$ cat src/rtl/fifo_pair_pkg.sv
package fifo_pair_pkg;
  localparam int FLUSH_CYCLES = 4;

  function automatic int thr_cap(input int depth);
    return depth / 2 - 1;
  endfunction
endpackage

$ cat src/rtl/fifo_store.sv
module fifo_store #(
  parameter int DEPTH = 16,
  parameter int DW    = 8,
  localparam int AW   = $clog2(DEPTH),
  localparam int CW   = AW + 1
) (
  input  logic          clk,
  input  logic          rst_n,
  input  logic          clear,
  input  logic          push,
  input  logic [DW-1:0] push_data,
  input  logic          pop,
  output logic [DW-1:0] head_data,
  output logic [CW-1:0] count
);
  logic [DW-1:0] mem [DEPTH];
  logic [AW-1:0] wr_ptr, rd_ptr;

  always_ff @(posedge clk) begin
    if (push && !clear) mem[wr_ptr] <= push_data;
  end

  always_ff @(posedge clk or negedge rst_n) begin
    if (!rst_n) begin
      wr_ptr <= '0;
      rd_ptr <= '0;
      count  <= '0;
    end else if (clear) begin
      wr_ptr <= '0;
      rd_ptr <= '0;
      count  <= '0;
    end else begin
      if (push) wr_ptr <= wr_ptr + 1'b1;
      if (pop)  rd_ptr <= rd_ptr + 1'b1;
      case ({push, pop})
        2'b10:   count <= count + 1'b1;
        2'b01:   count <= count - 1'b1;
        default: count <= count;
      endcase
    end
  end

  assign head_data = mem[rd_ptr];
endmodule

$ cat src/rtl/flush_timer.sv
module flush_timer #(
  parameter int CYCLES = fifo_pair_pkg::FLUSH_CYCLES,
  localparam int TW    = (CYCLES > 1) ? $clog2(CYCLES) : 1
) (
  input  logic clk,
  input  logic rst_n,
  input  logic req,
  output logic busy,
  output logic done
);
  logic [TW-1:0] tick;

  assign done = busy && (tick == TW'(CYCLES - 1));

  always_ff @(posedge clk or negedge rst_n) begin
    if (!rst_n) begin
      busy <= 1'b0;
      tick <= '0;
    end else if (busy) begin
      if (done) busy <= 1'b0;
      tick <= done ? '0 : tick + 1'b1;
    end else if (req) begin
      busy <= 1'b1;
      tick <= '0;
    end
  end
endmodule

$ cat src/rtl/level_compare.sv
module level_compare #(
  parameter int DEPTH    = 16,
  parameter int THR_W    = 8,
  parameter bit AT_MOST  = 1'b1,
  localparam int CW      = $clog2(DEPTH) + 1,
  localparam int CAP     = fifo_pair_pkg::thr_cap(DEPTH)
) (
  input  logic [THR_W-1:0] thr_set,
  input  logic [CW-1:0]    count,
  output logic             hit
);
  logic [31:0] thr_eff, cnt_w;

  assign thr_eff = (32'(thr_set) > 32'(CAP)) ? 32'(CAP) : 32'(thr_set);
  assign cnt_w   = 32'(count);

  generate
    if (AT_MOST) begin : g_low
      assign hit = (cnt_w <= thr_eff);
    end else begin : g_high
      assign hit = (cnt_w >= thr_eff);
    end
  endgenerate
endmodule

$ cat src/rtl/dual_byte_fifo.sv
module dual_byte_fifo #(
  parameter int DEPTH = 16,
  parameter int DW    = 8,
  parameter int THR_W = 8,
  localparam int CW   = $clog2(DEPTH) + 1
) (
  input  logic             clk,
  input  logic             rst_n,
  input  logic [THR_W-1:0] tx_level_set,
  input  logic [THR_W-1:0] rx_level_set,
  input  logic             tx_flush_req,
  input  logic             rx_flush_req,
  output logic             tx_flush_busy,
  output logic             rx_flush_busy,
  input  logic             host_tx_valid,
  output logic             host_tx_ready,
  input  logic [DW-1:0]    host_tx_data,
  output logic             eng_tx_valid,
  input  logic             eng_tx_ready,
  output logic [DW-1:0]    eng_tx_data,
  input  logic             eng_rx_valid,
  output logic             eng_rx_ready,
  input  logic [DW-1:0]    eng_rx_data,
  output logic             host_rx_valid,
  input  logic             host_rx_ready,
  output logic [DW-1:0]    host_rx_data,
  output logic             tx_empty,
  output logic             tx_nearly_empty,
  output logic             tx_full,
  output logic             tx_overrun,
  output logic             rx_empty,
  output logic             rx_nearly_full,
  output logic             rx_full
);
  logic [CW-1:0] tx_cnt, rx_cnt;
  logic          tx_done, rx_done;
  logic [DW-1:0] rx_head;

  // transmit lane
  flush_timer u_tx_flush (
    .clk(clk), .rst_n(rst_n), .req(tx_flush_req), .busy(tx_flush_busy), .done(tx_done)
  );

  assign tx_empty      = (tx_cnt == '0);
  assign tx_full       = (tx_cnt == CW'(DEPTH));
  assign host_tx_ready = !tx_full && !tx_flush_busy;
  assign eng_tx_valid  = !tx_empty && !tx_flush_busy;
  assign tx_overrun    = host_tx_valid && tx_full && !tx_flush_busy;

  fifo_store #(.DEPTH(DEPTH), .DW(DW)) u_tx_store (
    .clk(clk), .rst_n(rst_n), .clear(tx_done),
    .push(host_tx_valid && host_tx_ready), .push_data(host_tx_data),
    .pop(eng_tx_valid && eng_tx_ready), .head_data(eng_tx_data), .count(tx_cnt)
  );

  level_compare #(.DEPTH(DEPTH), .THR_W(THR_W), .AT_MOST(1'b1)) u_tx_level (
    .thr_set(tx_level_set), .count(tx_cnt), .hit(tx_nearly_empty)
  );

  // receive lane
  flush_timer u_rx_flush (
    .clk(clk), .rst_n(rst_n), .req(rx_flush_req), .busy(rx_flush_busy), .done(rx_done)
  );

  assign rx_empty      = (rx_cnt == '0);
  assign rx_full       = (rx_cnt == CW'(DEPTH));
  assign eng_rx_ready  = !rx_full && !rx_flush_busy;
  assign host_rx_valid = !rx_empty && !rx_flush_busy;
  assign host_rx_data  = rx_empty ? '0 : rx_head;

  fifo_store #(.DEPTH(DEPTH), .DW(DW)) u_rx_store (
    .clk(clk), .rst_n(rst_n), .clear(rx_done),
    .push(eng_rx_valid && eng_rx_ready), .push_data(eng_rx_data),
    .pop(host_rx_valid && host_rx_ready), .head_data(rx_head), .count(rx_cnt)
  );

  level_compare #(.DEPTH(DEPTH), .THR_W(THR_W), .AT_MOST(1'b0)) u_rx_level (
    .thr_set(rx_level_set), .count(rx_cnt), .hit(rx_nearly_full)
  );
endmodule

$ cat config.mk
export PLATFORM = sky130hd
export DESIGN_NAME = dual_byte_fifo
export DESIGN_NICKNAME = d
export VERILOG_FILES = /design/src/rtl/fifo_pair_pkg.sv /design/src/rtl/fifo_store.sv /design/src/rtl/flush_timer.sv /design/src/rtl/level_compare.sv /design/src/rtl/dual_byte_fifo.sv
export SDC_FILE = /design/constraint.sdc
export NUM_CORES = 1
export LEC_CHECK = 0
export BUFFER_PORTS_ARGS = -buffer_cell sky130_fd_sc_hd__buf_2
export CAP_MARGIN = 20
export CELL_PAD_IN_SITES_DETAIL_PLACEMENT = 1
export CELL_PAD_IN_SITES_GLOBAL_PLACEMENT = 1
export CORE_ASPECT_RATIO = 0.8
export CORE_MARGIN = 8
export CORE_UTILIZATION = 28
export CTS_CLUSTER_SIZE = 10
export DETAILED_ROUTE_END_ITERATION = 6
export PLACE_DENSITY_LB_ADDON = 0.1
export SKIP_CTS_REPAIR_TIMING = 1
export SLEW_MARGIN = 20
export SYNTH_ARGS = -nofsm -noshare
export SYNTH_HDL_FRONTEND = slang
export SYNTH_SLANG_ARGS = --single-unit
$ cat constraint.sdc
create_clock -name clk -period 6.65 [get_ports clk]
set_clock_uncertainty 0.1 [all_clocks]
set_input_delay 0.3325 -clock clk [delete_from_list [all_inputs] [get_ports clk]]
set_output_delay 0.3325 -clock clk [all_outputs]
set_load 0.005 [all_outputs]
# Yosys cells after proc, flatten, opt, wreduce, memory -nomap -nowiden
# Memories as Yosys holds them, arrays and structs flattened.
# Cells that the tools add are included.
classes:
  n_lt_le_gt_ge: 4
  n_eq_ne: 8
  n_mux: 31
  reduce_logical: 32
  add_sub_neg: 10
ops:
  columns: ["operator", "n"]
  rows:
  - ["5-bit by 32-bit greater-or-equal comparator with 1-bit output", 1]
  - ["5-bit by 32-bit <= comparator with 1-bit output", 1]
  - ["4-bit two-way mux", 8]
  - ["8-bit two-way mux", 3]
  - ["5-bit one-hot mux with 2 select lines", 2]
  - ["4-bit by 1-bit adder with 4-bit output, second input constant", 4]
  - ["8-bit by 3-bit greater-than comparator with 1-bit output, second input constant", 2]
  - ["1-bit logical AND", 14]
  - ["2-bit two-way mux", 6]
  - ["2-bit nonzero test", 6]
  - ["5-bit by 1-bit adder with 5-bit output, second input constant", 2]
  - ["5-bit == test, second input constant", 2]
  - ["5-bit zero test", 2]
  - ["1-bit two-way mux", 10]
  - ["5-bit two-way mux", 2]
  - ["5-bit by 1-bit subtractor with 5-bit output, second input constant", 2]
  - ["2-bit == test, second input constant", 4]
  - ["1-bit zero test", 8]
  - ["3-bit nonzero test", 2]
  - ["2-bit by 1-bit adder with 2-bit output, second input constant", 2]
  - ["2-bit by 1-bit == test with 1-bit output, second input constant", 2]
word_totals:
  mem_count: 2
  output_inout_bits: 29
  input_bits: 40
  mem_bits_rw: 256
  reg_bits: 32
memory_table:
  columns: ["memory", "depth", "word_bits", "rd", "rd_clocked_by_memory_dff", "write_ports", "line", "rtl"]
  rows:
  - ["u_rx_store.mem", 16, 8, 1, 0, 1, "fifo_store.sv:16", "logic [DW-1:0] mem [DEPTH];"]
  - ["u_tx_store.mem", 16, 8, 1, 0, 1, "fifo_store.sv:16", null]

# Logic depth before layout (Yosys ltp)
depth:
  ltp_word: 7
  ltp_mapped: 11
  ltp_nobuf: 10

# Modules after synthesis
# From an unflattened synthesis, not the netlist that was laid out.
unflattened:
  hier_cells: 696
  hier_area_um2: 12310.6
modules_own_cells:
  columns: ["module", "cells_per_inst", "area_per_inst_um2", "instances", "seq_area_each_um2"]
  rows:
  - ["fifo_store (u_rx_store)", 300, 5781.8, 1, 4169.0]
  - ["fifo_store (u_tx_store)", 305, 5769.3, 1, 4169.0]
  - ["dual_byte_fifo", 32, 210.2, 1, 0.0]
  - ["level_compare (u_tx_level)", 19, 140.1, 1, 0.0]
  - ["flush_timer (u_rx_flush)", 11, 137.6, 1, 75.1]
  - ["level_compare (u_rx_level)", 19, 137.6, 1, 0.0]
  - ["flush_timer (u_tx_flush)", 10, 133.9, 1, 75.1]

# Worst setup path before layout
# Ideal clock, no wire load.
synth_path:
  path_kind: "reg-to-reg"
  from: "reg u_tx_store.count[1]"
  to: "reg u_tx_store.count[4]"
  t_required_ns: 6.420
  arrival_ns: 2.766
  path_buffers: 1
  path_slack_ns: 3.654
  stages_incl_launch_ff: 12
  cell_sequence: "dfrtp_1 or4_1 clkbuf_1 o211a_2 nand2_1 inv_1 ha_1 nor2b_1 o21a_1 or2_2 a311oi_1 o32ai_1"
synth_via:
  elab_chain_len: 7
synth_rtl:
  columns: ["element", "line", "rtl"]
  rows:
  - ["from (decl)", "fifo_store.sv:14", "output logic [CW-1:0] count"]
  - ["from (signal assigned)", "fifo_store.sv:36", "2'b10: count <= count + 1'b1;"]
  - ["from (signal assigned)", "fifo_store.sv:37", "2'b01: count <= count - 1'b1;"]
  - ["from (signal assigned)", "fifo_store.sv:38", "default: count <= count;"]
  - ["5-bit == test or 5-bit zero test (tied branches)", "dual_byte_fifo.sv:45, dual_byte_fifo.sv:44", null]
  - ["1-bit zero test, on equally long branches", "dual_byte_fifo.sv:46, dual_byte_fifo.sv:47", null]
  - ["1-bit logical AND, on equally long branches", "dual_byte_fifo.sv:46, dual_byte_fifo.sv:47", null]
  - ["1-bit logical AND, on equally long branches", "dual_byte_fifo.sv:52, dual_byte_fifo.sv:53", null]
  - ["2-bit by 1-bit == test with 1-bit output or 2-bit == test (tied branches)", "fifo_store.sv:35", "case ({push, pop})"]
  - ["5-bit one-hot mux with 2 select lines", "fifo_store.sv:35", null]
  - ["5-bit two-way mux", "fifo_store.sv:28", "end else if (clear) begin"]
# Parallel ways exist; a longest one is shown, timed or not.
# A chain may end at the register's enable or synchronous reset.

# Final worst setup path
layout_path:
  from: "reg u_rx_store.rd_ptr[0]"
  to: "out host_rx_data[5]"
layout_via:
  elab_chain_len: 2
layout_rtl:
  columns: ["element", "line", "rtl"]
  rows:
  - ["from (decl)", "fifo_store.sv:17", "logic [AW-1:0] wr_ptr, rd_ptr;"]
  - ["from (signal assigned)", "fifo_store.sv:34", "if (pop) rd_ptr <= rd_ptr + 1'b1;"]
  - ["memory read 16 x 8 bit", null, null]
  - ["8-bit two-way mux", "dual_byte_fifo.sv:69", "assign host_rx_data = rx_empty ? '0 : rx_head;"]
  - ["to (decl)", "dual_byte_fifo.sv:26", "output logic [DW-1:0] host_rx_data,"]
# Every way passes these cells.

==> metrics.yaml <==
run_status: "finished, final reports clean"
fp.coreArea_mm2: 0.0440
fillers: 4495
drive_gt1_share_pct: 20.5
synth_flop_cell: "edfxtp_1"
crit_required_ns: 6.22
drv_cap: 0
yosys_warnings: 0
arrival_ns: 2.91
nets: 880
drt_iter0_drc: 373
synth_fa_ha_area_share_pct: 3.15
synth_top_family_by_area: "multiplexers"
setup_slack_ns: 3.31
drtPass1Iterations: 4
clock-sinks: 288
reg2reg_depth: 10
path_cells: "buf_4 > mux4_1 > mux4_2 > nor2b_1 > buf_2"
synth_top_area_share_pct: 62.0
worstMarginPinSlew_ns: 1.07
crit_type: "flop to output port"
clockRootBuffer: "clkbuf_16"
slowest_stage: "mux4_1"
die_y_um: 204
ys_top_cells_by_count: "edfxtp_1, nor2_1, nand2_1, mux4_2, dfrtp_1"
ant_nets: 0
hp-start: "tx_flush_req"
cpPeakStageDelay_ns: 0.69
vdd.ir_drop.worst_uv: 185
r2r_end: "u_tx_store.count[4]"
area_delta_synth_final_pct: 16.1
start_kind: "flop"
totalWireLength_um: 30700
path_max_fanout: 35
crit_path_end_kind: "output port"
die-area_mm2: 0.0513
grt_max_degree: 40
cts_max_level: 2
initial_core_util_pct: 28.2
fin_tns_setup_ns: 0
via_per_inst: 4.76
finalMaxSlewViolations: 0
p_leak_nw: 5.05
syn-cell-area_mm2: 0.0124
grt_pass1_wl_um: 46800
hp-class: "input pin to flop"
grt_pass1_vias: 7289
numCtsBuffers: 36
timing.final.crit_share_pct: 50.2
hold_viol_final: 0
track_usage_pct: 12.1
clkSlewWorstSetupHoldPaths_ns: 0.05
fin_crit_ns: 3.34
rsz0062_at_grt: "no"
dp_hpwl_um: 20600
p_per_area_mw_per_mm2: 383
syn_avg_cell_area_um2: 17.0
max_slew_margin_pct: 28.7
gp_congestion: 0.737
cts_buffer_depth: 3
synth_simple_gate_area_share_pct: 6.27
synth-async-reset-ratio_pct: 11.1
r2r-start: "u_tx_store.count[1]"
wl_per_cell_um: 22.1
die_x_um: 251
portBuffers: 68
max_freq_mhz: 300
yosysTopAreaCell: "edfxtp_1"
min_path_cells: 3
num_vias: 6629
netlist_top_cells_area: "edfxtp_1, dfrtp_1, mux4_2"
r2r_setup_slack_ns: 3.33
cts_tree: "done"
num_rows: 69
pin_count: 69
clk_latency_ns: 0.52
grt.overflow.total: 0
seq_area_frac_synth_pct: 68.4
ys_ff_latch: 288
final_core_util_pct: 32.7
drc: 0
cp-startpoint: "u_rx_store.rd_ptr[0]"
synth_edf_count: 256
finalSetupViolations: 0
netlist_instances: 729
synth-compound-area-share_pct: 4.78
synth_most_common_cell: "edfxtp_1"
dp_slack_ns: 3.34
antenna_found_initial: 0
synth_xor_area_share_pct: 1.20
hold_path_end: "u_tx_flush.busy"
synthMuxAreaShare_pct: 13.9
ys_types: 58
-- routing by layer --
layer / share of wire, % / wire [um] / vias up / track usage (%)
met4: 1.8 / 558 / 0 / 3.13
met2: 45 / 13800 / 132 / 18.8
met1: 46 / 14300 / 3443 / 17.0
met3: 6.7 / 2070 / 43 / 2.52
li1: - / - / 3011 / -
met5: 0 / 0 / - / 0
-- sequential cells by signal, indices dropped and copies added, names as in the netlist --
signal and cells:
u_rx_flush.tick 2, u_tx_flush.tick 2, u_rx_store.mem 128, u_rx_flush.busy 1, u_tx_store.mem 128, u_tx_flush.busy 1, u_rx_store.wr_ptr 4, u_tx_store.rd_ptr 4
u_tx_store.wr_ptr 4, u_tx_store.count 5, u_rx_store.count 5, u_rx_store.rd_ptr 4
-- report_power, final --
group / internal, mW / switching, mW
Combinational: 0.687 / 0.764
Sequential: 2.10 / 0.217
Clock: 1.02 / 0.720
Total: 3.81 / 1.70
-- worst max-delay path, delay by kind of cell (launching register included) --
kind,cells,cell delay (ns)
flip-flops,1,0.34
multiplexers,2,1.18
AND/OR/NAND/NOR,1,0.15
buffers and inverters,2,0.67
-- cell usage in the layout (no fill, tap or decap), drive strengths merged, types with 3 or more instances in the layout --
master,netlist,routed
a221oi,9,9
a21o,6,6
clkbuf,19,44
nor2,49,49
inv,16,16
buf,18,75
o211ai,3,3
nand3,6,6
nor4,3,3
xnor2,7,7
mux2i,29,29
nor3,7,7
edfxtp,256,256
mux4,56,56
o21a,5,5
mux2,8,8
clkinv,0,6
a22oi,8,8
or2,3,3
ha,28,28
nand2b,8,8
and4,4,4
xor2,10,10
nand4,4,4
dfrtp,32,32
o21ai,30,30
nor2b,12,12
conb,1,4
and2,16,16
a21oi,15,15
nand2,41,41
-- worst max path at each step --
stage / to / slack (ns) / cells after the start
after detailed placement: u_tx_store.count[4] / 3.34 / 10
final: host_rx_data[5] / 3.31 / 5
after global placement: u_tx_store.count[4] / 3.47 / 10
after global routing: eng_tx_data[2] / 2.99 / 7
after CTS: eng_tx_data[4] / 3.19 / 6
after floorplan: u_tx_store.count[4] / 3.65 / 11
-- layout make-up --
cell class	instances	area [um2]	area share, %
repair buffers	77	420	2.92
clock buffers	44	961	6.67
well taps	568	711	4.94
multi-input cells	391	3660	25.4
clock inverters	7	96.3	0.669
diodes	1	2.50	0.0174
flip-flops and latches	288	8490	59.0
inverters	16	60.1	0.417
-- logic make-up after synthesis --
family          after synthesis
flops                       288
simple gates                158
mux                          93
compound gates               89
buf+inv                      53
fa+ha+maj                    30
xor+xnor                     17
other cells                   1
-- through the flow --
stage	total power [mW]	hold slack, ns	instance area (um2)	std cells
final	5.52	0.0150	14400	1392
after global routing	5.83	0.0131	14400	1391
after CTS	5.62	-0.195	14400	1388
after detailed placement	3.84	0.363	13300	1337
after global placement	3.80	0.364	13300	1337
after floorplan	3.32	-0.0631	12400	732
Power figures use the tool's default switching activity.
